--- src/rtl/vfw_pkg.sv ---
package vfw_pkg;
  function automatic int unsigned vfw_idx_w(int unsigned n);
    return (n > 1) ? $clog2(n) : 1;
  endfunction
endpackage

--- src/rtl/vfw_frame_gate.sv ---
module vfw_frame_gate (
  input  logic clk_i,
  input  logic rst_ni,
  input  logic vsync_i,
  input  logic go_i,
  input  logic ovf_i,
  output logic frame_start_o,
  output logic write_ok_o
);
  logic vs_q;
  logic armed_q;
  logic halted_q;

  assign frame_start_o = vs_q & ~vsync_i;
  assign write_ok_o    = armed_q & ~halted_q;

  always_ff @(posedge clk_i or negedge rst_ni) begin
    if (!rst_ni) begin
      vs_q     <= 1'b0;
      armed_q  <= 1'b0;
      halted_q <= 1'b0;
    end else begin
      vs_q <= vsync_i;
      if (frame_start_o) begin
        armed_q  <= go_i;
        halted_q <= 1'b0;
      end else if (ovf_i) begin
        halted_q <= 1'b1;
      end
    end
  end

  // arm state only moves at frame start
  p_arm_at_edge_r2: assert property (@(posedge clk_i) disable iff (!rst_ni)
    !frame_start_o |=> $stable(armed_q));

  // halt held until next frame start
  p_halt_until_frame_r4: assert property (@(posedge clk_i) disable iff (!rst_ni)
    (halted_q && !frame_start_o) |=> halted_q);
endmodule

--- src/rtl/vfw_plane_pack.sv ---
module vfw_plane_pack #(
  parameter int unsigned SAMPLE_W = 8,
  parameter int unsigned PLANES   = 2,
  parameter bit          PACK_EN  = 1'b1,
  localparam int unsigned DATA_W  = SAMPLE_W * PLANES
) (
  input  logic              clk_i,
  input  logic              rst_ni,
  input  logic [DATA_W-1:0] data_i,
  input  logic              de_i,
  input  logic              seq_i,
  input  logic              en_i,
  input  logic              clr_i,
  output logic              req_o,
  output logic [DATA_W-1:0] word_o
);
  import vfw_pkg::*;

  generate
    if (PACK_EN && PLANES > 1) begin : g_pack
      localparam int unsigned PH_W = vfw_idx_w(PLANES);
      localparam logic [PH_W-1:0] LAST = PH_W'(PLANES - 1);

      logic [PH_W-1:0]   phase_q;
      logic [DATA_W-1:0] hold_q;
      logic              take;

      assign take = en_i & de_i;

      always_comb begin
        req_o  = 1'b0;
        word_o = data_i;
        if (take) begin
          if (!seq_i) begin
            req_o = 1'b1;
          end else if (phase_q == LAST) begin
            req_o  = 1'b1;
            word_o = hold_q;
            word_o[(PLANES-1)*SAMPLE_W +: SAMPLE_W] = data_i[SAMPLE_W-1:0];
          end
        end
      end

      always_ff @(posedge clk_i or negedge rst_ni) begin
        if (!rst_ni) begin
          phase_q <= '0;
          hold_q  <= '0;
        end else if (clr_i || !take || !seq_i || phase_q == LAST) begin
          phase_q <= '0;
        end else begin
          hold_q[phase_q*SAMPLE_W +: SAMPLE_W] <= data_i[SAMPLE_W-1:0];
          phase_q <= phase_q + 1'b1;
        end
      end

      // plane index stays in range
      p_phase_range_r5: assert property (@(posedge clk_i) disable iff (!rst_ni)
        phase_q <= LAST);

      // gap in data enable drops a partial pixel
      p_gap_drops_r8: assert property (@(posedge clk_i) disable iff (!rst_ni)
        !de_i |=> phase_q == '0);
    end else begin : g_pass
      assign req_o  = en_i & de_i;
      assign word_o = data_i;
    end
  endgenerate
endmodule

--- src/rtl/vfw_ovf_flag.sv ---
module vfw_ovf_flag (
  input  logic clk_i,
  input  logic rst_ni,
  input  logic set_i,
  input  logic clr_i,
  output logic flag_o
);
  always_ff @(posedge clk_i or negedge rst_ni) begin
    if (!rst_ni)    flag_o <= 1'b0;
    else if (set_i) flag_o <= 1'b1;
    else if (clr_i) flag_o <= 1'b0;
  end

  // flag is sticky without a clear
  p_ovf_sticky_r7: assert property (@(posedge clk_i) disable iff (!rst_ni)
    (flag_o && !clr_i) |=> flag_o);
endmodule

--- src/rtl/vfw_top.sv ---
module vfw_top #(
  parameter int unsigned SAMPLE_W = 8,
  parameter int unsigned PLANES   = 2,
  parameter bit          PACK_EN  = 1'b1,
  localparam int unsigned DATA_W  = SAMPLE_W * PLANES
) (
  input  logic              clk_i,
  input  logic              rst_ni,
  input  logic [DATA_W-1:0] data_i,
  input  logic              de_i,
  input  logic              vsync_i,
  input  logic              go_i,
  input  logic              seq_i,
  input  logic              ovf_clr_i,
  input  logic              fifo_full_i,
  output logic [DATA_W-1:0] wr_data_o,
  output logic              wr_en_o,
  output logic              ovf_o
);
  logic              frame_start;
  logic              write_ok;
  logic              req;
  logic [DATA_W-1:0] word;
  logic              ovf_now;
  logic              push;

  assign ovf_now = req & fifo_full_i;
  assign push    = req & ~fifo_full_i;

  vfw_frame_gate u_gate (
    .clk_i         (clk_i),
    .rst_ni        (rst_ni),
    .vsync_i       (vsync_i),
    .go_i          (go_i),
    .ovf_i         (ovf_now),
    .frame_start_o (frame_start),
    .write_ok_o    (write_ok)
  );

  vfw_plane_pack #(
    .SAMPLE_W (SAMPLE_W),
    .PLANES   (PLANES),
    .PACK_EN  (PACK_EN)
  ) u_pack (
    .clk_i  (clk_i),
    .rst_ni (rst_ni),
    .data_i (data_i),
    .de_i   (de_i),
    .seq_i  (seq_i),
    .en_i   (write_ok),
    .clr_i  (ovf_now | frame_start),
    .req_o  (req),
    .word_o (word)
  );

  vfw_ovf_flag u_ovf (
    .clk_i  (clk_i),
    .rst_ni (rst_ni),
    .set_i  (ovf_now),
    .clr_i  (ovf_clr_i),
    .flag_o (ovf_o)
  );

  always_ff @(posedge clk_i or negedge rst_ni) begin
    if (!rst_ni) begin
      wr_en_o   <= 1'b0;
      wr_data_o <= '0;
    end else begin
      wr_en_o <= push;
      if (push) wr_data_o <= word;
    end
  end

  // every write came from an enabled sample
  p_blank_never_written_r1: assert property (@(posedge clk_i) disable iff (!rst_ni)
    wr_en_o |-> $past(de_i));

  // no write issued against a full FIFO
  p_no_overflow_r3: assert property (@(posedge clk_i) disable iff (!rst_ni)
    wr_en_o |-> !$past(fifo_full_i));

  // overflow raises the flag next cycle
  p_ovf_raise_r7: assert property (@(posedge clk_i) disable iff (!rst_ni)
    (req && fifo_full_i) |=> ovf_o);
endmodule

--- config.mk ---
export PLATFORM = sky130hd
export DESIGN_NAME = vfw_top
export DESIGN_NICKNAME = d
export VERILOG_FILES = /design/src/rtl/vfw_pkg.sv /design/src/rtl/vfw_frame_gate.sv /design/src/rtl/vfw_plane_pack.sv /design/src/rtl/vfw_ovf_flag.sv /design/src/rtl/vfw_top.sv
export SDC_FILE = /design/constraint.sdc
export NUM_CORES = 1
export LEC_CHECK = 0
export BUFFER_PORTS_ARGS = -buffer_cell sky130_fd_sc_hd__buf_2
export CORE_ASPECT_RATIO = 0.8
export CORE_UTILIZATION = 54
export CTS_CLUSTER_DIAMETER = 60
export DETAILED_ROUTE_END_ITERATION = 16
export PLACE_DENSITY = 0.83
export SYNTH_ARGS = -nofsm -noshare
export SYNTH_HDL_FRONTEND = slang
export SYNTH_SLANG_ARGS = --single-unit
export TNS_END_PERCENT = 50
--- constraint.sdc ---
create_clock -name clk_i -period 3.7 [get_ports clk_i]
set_input_delay 0.555 -clock clk_i [delete_from_list [all_inputs] [get_ports clk_i]]
set_output_delay 0.555 -clock clk_i [all_outputs]
set_load 0.02 [all_outputs]
Word-level counts from Yosys, hierarchy flattened
Index checks and enable logic that the tools add are counted.
{"block": "word_totals", "wordCells": 40, "ff_bits": 38, "in_bits": 24}
{"block": "op_classes", "add_sub_neg": 2, "n_reduce_logical": 7, "shifts": 2, "n_bitwise": 9, "n_mux": 12}
{"operator": "$mux 16", "n": 3}
{"operator": "$neg 4->34", "n": 1}
{"operator": "$shift 8x34->16 const A", "n": 1}
{"operator": "$shiftx 8x34->16", "n": 1}
{"operator": "$bwmux 16", "n": 1}
{"operator": "$mux 1", "n": 8}
{"operator": "$and 1x1->1", "n": 5}
{"operator": "$reduce_bool 2->1", "n": 2}
{"operator": "$logic_or 1x1->1", "n": 3}
{"operator": "$not 1->1", "n": 3}
{"operator": "$logic_not 1->1", "n": 2}
{"operator": "$add 1x1->1 const B", "n": 1}
{"operator": "$or 1x1->1", "n": 1}

Depth between registers and ports, before layout
Gate-level depths: netlist of the first run.
{"block": "depth", "ltp_word": 10, "depth_mapped": 5, "mapped_depth_nobuf": 3}

Cells and area by module
A second synthesis of the first run with hierarchy kept.
{"block": "hier_totals", "hier_cells": 88, "area_unflattened_um2": 1401.3}
{"mod": "vfw_top", "cells_each": 38, "area_per_inst_um2": 698.2, "instances": 1}
{"mod": "vfw_plane_pack", "cells_each": 39, "area_per_inst_um2": 549.3, "instances": 1}
{"mod": "vfw_frame_gate", "cells_each": 8, "area_per_inst_um2": 117.6, "instances": 1}
{"mod": "vfw_ovf_flag", "cells_each": 3, "area_per_inst_um2": 36.3, "instances": 1}

Worst setup path after synthesis of the first run
Ideal clock, no wire load.
{"block": "synth_path", "kind": "in2reg", "start": "input de_i", "end": "register u_pack.g_pack.hold_q[0]", "t_required_ns": 3.575, "cell_stages": 3, "path_buffers": 0, "setup_time_ns": 0.125, "setup_slack_ns": 2.238, "arrival_time_ns": 1.337, "cell_sequence": "nand3b_4 > nor3_4 > mux2_2"}
{"block": "synth_between", "elab_chain_len": 7, "elab_cells_between_ends": 8, "classes_between": "mux (1); bitwise (3); reduce/logical (4)"}
{"item": "start: declaration", "line_no": "vfw_top.sv:10", "source": "input logic de_i,"}
{"item": "$and 1x1->1 *", "line_no": "vfw_plane_pack.sv:28", "source": "assign take = en_i & de_i;"}
{"item": "$mux 1", "line_no": "vfw_plane_pack.sv:33", "source": "if (take) begin"}
{"item": "$and 1x1->1", "line_no": "vfw_top.sv:27", "source": "assign ovf_now = req & fifo_full_i;"}
{"item": "$or 1x1->1", "line_no": "vfw_top.sv:51", "source": ".clr_i (ovf_now | frame_start),"}
{"item": "$logic_or 1x1->1 * (3 in series)", "line_no": "vfw_plane_pack.sv:48", "source": "end else if (clr_i || !take || !seq_i || phase_q == LAST) begin"}
{"item": "end signal: indexed assignment", "line_no": "vfw_plane_pack.sv:51", "source": "hold_q[phase_q*SAMPLE_W +: SAMPLE_W] <= data_i[SAMPLE_W-1:0];"}
{"item": "end: declaration", "line_no": "vfw_plane_pack.sv:25", "source": "logic [DATA_W-1:0] hold_q;"}
Mark *: on every way between the ends. The rest lies on a longest branch, timed or not.
A chain may end at the register's enable or synchronous reset.

Worst setup path in the final report of the first run
{"block": "layout_path", "start": "input seq_i", "end": "register wr_data_o[6]"}
{"block": "layout_between", "elab_chain_len": 3, "elab_cells_between_ends": 5, "classes_between": "mux (4); bitwise (1)"}
{"item": "start: declaration", "line_no": "vfw_top.sv:13", "source": "input logic seq_i,"}
{"item": "$mux 1", "line_no": "vfw_plane_pack.sv:34", "source": "if (!seq_i) begin"}
{"item": "$mux 1", "line_no": "vfw_plane_pack.sv:33"}
{"item": "$and 1x1->1", "line_no": "vfw_top.sv:28", "source": "assign push = req & ~fifo_full_i;"}
{"item": "end signal: assignment", "line_no": "vfw_top.sv:70", "source": "if (push) wr_data_o <= word;"}
{"item": "end: declaration", "line_no": "vfw_top.sv:16", "source": "output logic [DATA_W-1:0] wr_data_o,"}
Several ways; a longest one is shown, not always the timed one.

==> results.cfg, run 1 <==
[setup_path]
cp_num_buf_inv = 1
endpoint_kind = register
crit_type = input pin to register
worstPathArrival_ns = 2.13
cp_max_fo = 19
critical-path-top-delay-family = simple AND/OR/NAND/NOR gates
critical-path-slowest-cell = nor2b_1
ff2ff_path_depth = 3
worstPathCellList = buf_2, nor2b_1, a32oi_1, nand3_1
r2r_start = u_pack.g_pack.phase_q$_DFF_PN0_
reg2reg_slack_ns = 1.98
cp_data_required_time_ns = 3.96
max_stage_delay_ns = 1.01
startpoint_type = input pin
regToRegEndpoint = wr_data_o[6]$_DFFE_PN0P_

[floorplan]
coreArea_mm2 = 0.002462
dieWidth_um = 59.34
dieArea_mm2 = 0.002840
ios = 42
rows = 16
die_h_um = 47.87
start_util = 0.5767

[detailed_routing]
routedWlPerCell_um = 15.91
vias = 1172
drt-pass1-iter-count = 4
postRouteWirelength_mm = 3.197
drt_first_iter_violations = 59
viasPerCell = 5.831
detail-route-antenna-nets = 0
route.detailed.drc = 0

[timing]
finalCritPeriodShare = 0.5066
slew_headroom = 0.1652
rsz0062_at_grt = no
min_period_ns = 1.875
setup_tns_ns = 0
finalHoldViolations = 0
report.final.slew_viol_count = 0
holdWs_ns = 0.2558
setup_viol = 0
worstMarginPinSlew_ns = 1.250
fin_skew_ns = 0.003904
fmax_mhz = 533.5
setup_ws_ns = 1.825

[power]
power_leakage_uw = 0.0007310
ir_worst_vdd_mv = 0.2586
p_total_uw = 800.7
power_density_mw_per_mm2 = 480.8

[global_routing]
grt_pass1_wl_mm = 4.588
grtUsageTotal = 0.2361
grt_pass1_vias = 930
antenna_found_initial = 0
overflow = 0
grt_max_degree = 33

[layout]
nNetsFinal = 189
n_antenna_cell = 0
drive_gt1_frac = 0.3576
syn2layout_area_growth_pct = 17.27
stdcell_area_mm2 = 0.001665

[clock_network]
cts_tree = done
worstSkewPairLatency_ns = 0.32
h-tree-depth = 2
root_buffer = clkbuf_4
clockBufferDepth = 2
cts_made_buffers = 5
post_cts_resized = 0
path_clk_slew_ns = 0.08
cts_setup_buffers = 0
cts_hold_buffers = 0
clock-sinks = 30

[placed_design]
numPortBuffers = 41
dp_slack_ns = 1.534
postPlaceCellArea_mm2 = 0.001620
place.gp.congestion = 0.7773
hpwl_mm = 2.110

[synth]
netlist_area_mm2 = 0.001420
ys_warn_count = 0
synth.ff_latch_count = 30
ys_seq_area_frac = 0.5286
synth_cell_types = 19
postSynthAreaPerCell_um2 = 11.09
synth_nets = 152
syn_inst = 128

[min_path]
hold_path_class = input pin to async pin

[outcome]
status = complete, no violations

[run]
cap_violations = 0
==> cells by family after synthesis <==
| logic type | count (synthesis) | share of synthesized area |
|---|---|---|
| and+or+nand+nor | 59 | 0.2529 |
| DFF | 30 | 0.5286 |
| AOI/OAI and AO/OA | 18 | 0.1093 |
| buffers and inverters | 12 | 0.03788 |
| muxes | 9 | 0.07137 |
==> metal layers <==
metal / share of wire / up-vias / wire, µm / global-route usage
li1: - / 552 / - / -
met1: 0.43 / 573 / 1381 / 0.2971
met2: 0.49 / 42 / 1565 / 0.3753
met3: 0.067 / 5 / 215 / 0.08919
met4: 0.011 / 0 / 34 / 0.09524
met5: 0 / - / 0 / 0
==> cells in the final DEF (no fill, tap or decap), types with 2 or more instances in the layout <==
master | Yosys | layout
nor2_1 | 2 | 2
dfrtp_1 | 30 | 30
buf_2 | 7 | 41
clkbuf_4 | 0 | 5
a32oi_1 | 16 | 16
mux2_2 | 9 | 9
nor2b_1 | 2 | 2
nand3b_1 | 16 | 16
nand2_1 | 17 | 17
nand3_1 | 16 | 16
clkbuf_1 | 4 | 2
==> registers in the layout, indices dropped and copies added, names as in the netlist <==
| register | cells |
|---|---|
| u_gate.halted_q | 1 |
| wr_data_o | 16 |
| u_pack.g_pack.hold_q | 8 |
| u_gate.vs_q | 1 |
| u_pack.g_pack.phase_q | 1 |
| u_ovf.flag_o | 1 |
| wr_en_o | 1 |
| u_gate.armed_q | 1 |
==> final cells by class <==
type	instances	area [µm²]
Fill cell	208	797.0
Sequential cell	30	750.7
Multi-Input combinational cell	86	615.6
Timing Repair Buffer	41	205.2
Clock buffer	7	45.04
Tap cell	36	45.04
Inverter	1	3.754
==> cells in the mapped netlist (all sizes together) <==
| library cell | count | area share |
|---|---|---|
| nand3b | 17 | 0.099 |
| inv | 1 | 0.0026 |
| nor3 | 1 | 0.011 |
| and4bb | 1 | 0.0088 |
| clkbuf | 4 | 0.011 |
| o22ai | 1 | 0.0044 |
| mux2 | 9 | 0.071 |
| a32oi | 16 | 0.099 |
| nor2 | 2 | 0.0053 |
| nor2b | 2 | 0.0088 |
| buf | 7 | 0.025 |
| nand4bb | 1 | 0.0079 |
| dfrtp | 30 | 0.53 |
| nand3 | 16 | 0.056 |
| nand2b | 1 | 0.0062 |
| and2 | 1 | 0.0044 |
| nand2 | 17 | 0.045 |
| a41oi | 1 | 0.0062 |
==> metrics by stage <==
step                        util  std cells
after floorplan                -        128
after global placement    0.6580        194
after detailed placement  0.6580        194
after CTS                 0.6763        201
after global routing      0.6763        201
final                     0.6763        201
==> power by group <==
group / internal, µW / leakage [µW] / switching [µW]
sequential: 390 / 0.000325 / 43.5
combinational: 84.6 / 0.000380 / 109
clock: 71.5 / 0.0000254 / 102
total: 546 / 0.000731 / 255
==> worst reg2reg max path, cell delays in order, from the launching register on <==
cell and delay [ns]:
dfrtp_1 0.39, nor2b_1 0.95, a32oi_1 0.16, nand3_1 0.15
==> how the worst max path moves through the flow <==
stage	startpoint	endpoint	slack, ns	cells after the start
floorplan	de_i	u_pack.g_pack.hold_q[0]$_DFFE_PN0P_	2.24	3
global placement	seq_i	wr_data_o[11]$_DFFE_PN0P_	1.66	4
detailed placement	seq_i	wr_data_o[6]$_DFFE_PN0P_	1.53	4
CTS	seq_i	wr_data_o[6]$_DFFE_PN0P_	1.87	4
global route	seq_i	wr_data_o[6]$_DFFE_PN0P_	1.74	4
finish	seq_i	wr_data_o[6]$_DFFE_PN0P_	1.83	4
Note: power is estimated with default switching activity, not from simulation.
==> inputs of run 2 (changes only) <==
- CORE_UTILIZATION: 54 -> 45
- PLACE_DENSITY: 0.83 -> 0.74
- clock period: 3.7 -> 1.62 ns (I/O delays scaled with it)
==> run 2 against run 1 <==
Net effect:
- the run now ends with hold timing left
- die area is 19% higher
- core utilization decreased by 6.5 points
- critical path depth down 1
- global-route usage decreased by 1.8 points
- sequential power up 130%
- combinational power rose by 130%
- worst hold slack lost 0.26 ns
- power grew to 2.6 times the previous value
- clock-buffer cell count stayed put
- critical endpoint is now u_pack.g_pack.hold_q[3]$_DFFE_PN0P_
- largest cell class unchanged
- highest routed layer unchanged
==> results.cfg, run 2 (same netlist as run 1, synthesis figures left out) <==
[outcome]
status = finished with violations
violations = hold timing

[floorplan]
start_util = 0.4946
dieWidth_um = 64.81
dieArea_mm2 = 0.003386
die_h_um = 52.25
ios = 42
rows = 17
coreArea_mm2 = 0.002872

[clock_network]
clockBufferDepth = 2
cts_setup_buffers = 0
root_buffer = clkbuf_8
clock-sinks = 30
cts_tree = done
worstSkewPairLatency_ns = 0.28
cts_made_buffers = 5
h-tree-depth = 2
path_clk_slew_ns = 0.06

[detailed_routing]
vias = 1221
drt_first_iter_violations = 88
drt-pass1-iter-count = 5
viasPerCell = 5.842
postRouteWirelength_mm = 3.233
detail-route-antenna-nets = 0
routedWlPerCell_um = 15.47
route.detailed.drc = 0

[timing]
finalHoldViolations = 8
slew_headroom = 0.5565
rsz0062_at_grt = no
setup_ws_ns = 0.1068
min_period_ns = 1.513
report.final.slew_viol_count = 0
setup_viol = 0
fin_skew_ns = 0.005219
holdWs_ns = -0.004903
fmax_mhz = 660.9
finalCritPeriodShare = 0.9341
setup_tns_ns = 0
worstMarginPinSlew_ns = 0.6652

[power]
ir_worst_vdd_mv = 0.6133
power_density_mw_per_mm2 = 1172
power_leakage_uw = 0.0007781

[placed_design]
post-place-cells = 201
place.gp.congestion = 0.7456
dp_slack_ns = 0.1003
hpwl_mm = 2.260
numPortBuffers = 41

[setup_path]
crit_path_end = u_pack.g_pack.hold_q[3]$_DFFE_PN0P_
crit_type = register to register
crit_start = u_gate.halted_q$_DFFE_PN0P_
cp_num_buf_inv = 0
ff2ff_path_depth = 3
cp_data_required_time_ns = 1.78
startpoint_type = register
cp_max_fo = 9
worstPathCellList = nand3b_4, nor3_4, mux2_2
cp_num_cells = 3
regToRegEndpoint = u_pack.g_pack.hold_q[3]$_DFFE_PN0P_
r2r_start = u_gate.halted_q$_DFFE_PN0P_
reg2reg_slack_ns = 0.11
max_stage_delay_ns = 0.42
worstPathArrival_ns = 1.68
endpoint_kind = register
critical-path-top-delay-family = simple AND/OR/NAND/NOR gates
critical-path-slowest-cell = nor3_4

[global_routing]
grt_max_degree = 33
antenna_found_initial = 0
overflow = 0
grt_pass1_vias = 1215
grt_pass1_wl_mm = 5.437
grtUsageTotal = 0.2182

[min_path]
hold_path_class = input pin to async pin

[layout]
final_cell_mix = buf_2 (41), dfrtp_1 (30), nand2_1 (17)
largest_reg_flops = 16
drive_gt1_frac = 0.3860
final_common_cell = buf_2
instances_no_fill = 209
post-route-util = 0.6113
reg_top3 = wr_data_o (16), u_pack.g_pack.hold_q (8)
n_antenna_cell = 0
syn2layout_area_growth_pct = 23.61
fillCellCount = 239
regMostFlops = wr_data_o
nNetsFinal = 194

[run]
cap_violations = 0
run 2: timing repair:
| item | in CTS | in global routing |
|---|---|---|
| hold buffers | 0 | 0 |
| resized for setup | 0 | 1 |
| endpoints found under the setup margin | 0 | 16 |
run 2: layout make-up:
cell class	instances	area [µm²]	share of cell area
clock buffer	7	86.33	0.04918
timing repair buffer	46	242.7	0.1383
tap	38	47.55	0.02708
sequential	30	750.7	0.4277
multi-input combinational	86	619.3	0.3528
clock inverter	1	5.005	0.002851
inverter	1	3.754	0.002138
run 2: power breakdown:
part	internal, µW	total, µW	leakage, µW	switching, µW
sequential	893	995	0.000325	102
clock	342	609	0.0000482	267
combinational	205	453	0.000404	248
run 2: metrics by stage:
step	instance area, µm²	power (µW)
CTS	1752	2069
global route	1755	2173
global placement	1660	1429
detailed placement	1660	1459
floorplan	1420	1278
finish	1755	2057
run 2: worst min-delay path by stage:
stage                 from                          to  slack (ns)  cells past startpoint
floorplan           rst_ni  u_gate.armed_q$_DFFE_PN0P_       -0.05                      0
global placement    rst_ni   wr_data_o[10]$_DFFE_PN0P_        0.30                      1
detailed placement  rst_ni   wr_data_o[10]$_DFFE_PN0P_        0.31                      1
CTS                 rst_ni   wr_data_o[10]$_DFFE_PN0P_        0.01                      1
global route        rst_ni   wr_data_o[12]$_DFFE_PN0P_        0.05                      1
finish              rst_ni   wr_data_o[10]$_DFFE_PN0P_      -0.005                      1
run 2: per-layer routing:
layer / global-route usage / routed length [µm] / up-vias
met1: 0.2752 / 1493 / 610
met3: 0.05870 / 184 / 3
met4: 0.08148 / 27 / 0
met5: 0 / 0 / -
li1: - / - / 561
met2: 0.3611 / 1528 / 47
==> inputs of run 3 (changes only) <==
--- a/config.mk
+++ b/config.mk
@@ -12,4 +12,6 @@
 export DETAILED_ROUTE_END_ITERATION = 16
 export PLACE_DENSITY = 0.74
+export REMOVE_ABC_BUFFERS = 1
+export SLEW_MARGIN = 5
 export SYNTH_ARGS = -nofsm -noshare
 export SYNTH_HDL_FRONTEND = slang
==> constraint.sdc (replaced) <==
create_clock -name clk_i -period 1.62 [get_ports clk_i]
set_input_delay 0.243 -clock clk_i [delete_from_list [all_inputs] [get_ports clk_i]]
set_output_delay 0.243 -clock clk_i [all_outputs]
set_load 0.1 [all_outputs]
==> run 3 against run 2 <==
Net effect:
- the flow still finishes with violations (hold timing)
- clock skew shrank 0.0018 ns
- critical endpoint is now u_pack.g_pack.hold_q[4]$_DFFE_PN0P_
- highest routed layer unchanged
- worst hold slack better by 0.0027 ns
- die area unchanged
- largest cell class unchanged
- largest power group unchanged
- register-to-register slack lost 0.04 ns
- global-route usage shrank 0.43 points
- sequential power decreased by 0.7%
- critical path type unchanged
==> results.cfg, run 3 (same netlist as run 1, synthesis figures left out) <==
[clock_network]
cts_setup_buffers = 0
clock-sinks = 30
worstSkewPairLatency_ns = 0.27
path_clk_slew_ns = 0.06
post_cts_resized = 0
cts_made_buffers = 5
root_buffer = clkbuf_8
clockBufferDepth = 2
cts_tree = done
cts_hold_buffers = 0
h-tree-depth = 2

[detailed_routing]
detail-route-antenna-nets = 0
postRouteWirelength_mm = 3.207
routedWlPerCell_um = 15.57
route.detailed.drc = 0
drt-pass1-iter-count = 4
drt_first_iter_violations = 54
viasPerCell = 5.757
vias = 1186

[layout]
syn2layout_area_growth_pct = 22.47
largest_reg_flops = 16
final_common_cell = buf_2
drive_gt1_frac = 0.3810
reg_top3 = wr_data_o (16), u_pack.g_pack.hold_q (8)
instances_no_fill = 206
regMostFlops = wr_data_o
nNetsFinal = 193
final_cell_mix = buf_2 (41), dfrtp_1 (30), nand2_1 (17)
n_antenna_cell = 0
post-route-util = 0.6057

[floorplan]
ios = 42
dieArea_mm2 = 0.003386
coreArea_mm2 = 0.002872
rows = 17
die_h_um = 52.25
start_util = 0.4946
dieWidth_um = 64.81

[timing]
finalCritPeriodShare = 0.9587
setup_tns_ns = 0
report.final.slew_viol_count = 0
fin_skew_ns = 0.003377
rsz0062_at_grt = no
min_period_ns = 1.553
worstMarginPinSlew_ns = 0.6568
setup_viol = 0
setup_ws_ns = 0.06688
slew_headroom = 0.5622
finalHoldViolations = 11
holdWs_ns = -0.002190
fmax_mhz = 643.9

[run]
cap_violations = 0

[setup_path]
cp_max_fo = 9
ff2ff_path_depth = 3
startpoint_type = register
worstPathCellList = nand2b_2, nor3_4, mux2_2
cp_data_required_time_ns = 1.78
critical-path-slowest-cell = nor3_4
endpoint_kind = register
cp_num_cells = 3
worstPathArrival_ns = 1.71
max_stage_delay_ns = 0.42
critical-path-top-delay-family = simple AND/OR/NAND/NOR gates
crit_type = register to register
cp_num_buf_inv = 0

[global_routing]
overflow = 0
antenna_found_initial = 0
grt_max_degree = 33
grtUsageTotal = 0.2139
grt_pass1_vias = 1160
grt_pass1_wl_mm = 5.250

[power]
ir_worst_vdd_mv = 0.7488
power_leakage_uw = 0.0007682
power_density_mw_per_mm2 = 1365

[placed_design]
hpwl_mm = 2.158
post-place-cells = 200
place.gp.congestion = 0.7115
dp_slack_ns = 0.06183
numPortBuffers = 41

[outcome]
status = finished with violations
violations = hold timing

[min_path]
hold_path_class = input pin to async pin
[run 3: report_power, final]
part / switching, µW / internal, µW / leakage [µW]
combinational: 599 / 202 / 0.000400
clock: 257 / 327 / 0.0000431
sequential: 95.1 / 893 / 0.000325
[run 3: worst paths after layout]
kind                                            startpoint                                  end  slack [ns]
min                                                 rst_ni             u_ovf.flag_o$_DFFE_PN0P_      -0.002
min in group clk_i                                 vsync_i                u_gate.vs_q$_DFF_PN0_        0.10
max reg2reg                u_pack.g_pack.phase_q$_DFF_PN0_  u_pack.g_pack.hold_q[4]$_DFFE_PN0P_        0.07
max                        u_pack.g_pack.phase_q$_DFF_PN0_  u_pack.g_pack.hold_q[4]$_DFFE_PN0P_        0.07
min reg2reg                      wr_data_o[15]$_DFFE_PN0P_            wr_data_o[15]$_DFFE_PN0P_        0.50
max in group asynchronous                           rst_ni             wr_data_o[1]$_DFFE_PN0P_        1.20
[run 3: per-stage QoR]
| step | power (µW) | cell area [µm²] |
|---|---|---|
| global placement | 1777 | 1653 |
| CTS | 2389 | 1735 |
| detailed placement | 1802 | 1653 |
| floorplan | 1613 | 1370 |
| finish | 2373 | 1739 |
| global route | 2473 | 1739 |
[run 3: per-layer routing]
| metal | vias to the layer above | GRT usage | wire length, µm |
|---|---|---|---|
| met5 | - | 0 | 0 |
| met4 | 0 | 0.08889 | 16 |
| met3 | 2 | 0.07174 | 184 |
| met2 | 41 | 0.3472 | 1506 |
| met1 | 584 | 0.2623 | 1500 |
| li1 | 559 | - | - |
[run 3: final cells by class]
| class | count | area (µm²) |
|---|---|---|
| fill | 244 | 1132 |
| multi-input combinational | 86 | 619.3 |
| sequential | 30 | 750.7 |
| timing repair buffer | 45 | 235.2 |
| inverter | 1 | 3.754 |
| tap | 38 | 47.55 |
| clock buffer | 6 | 82.58 |
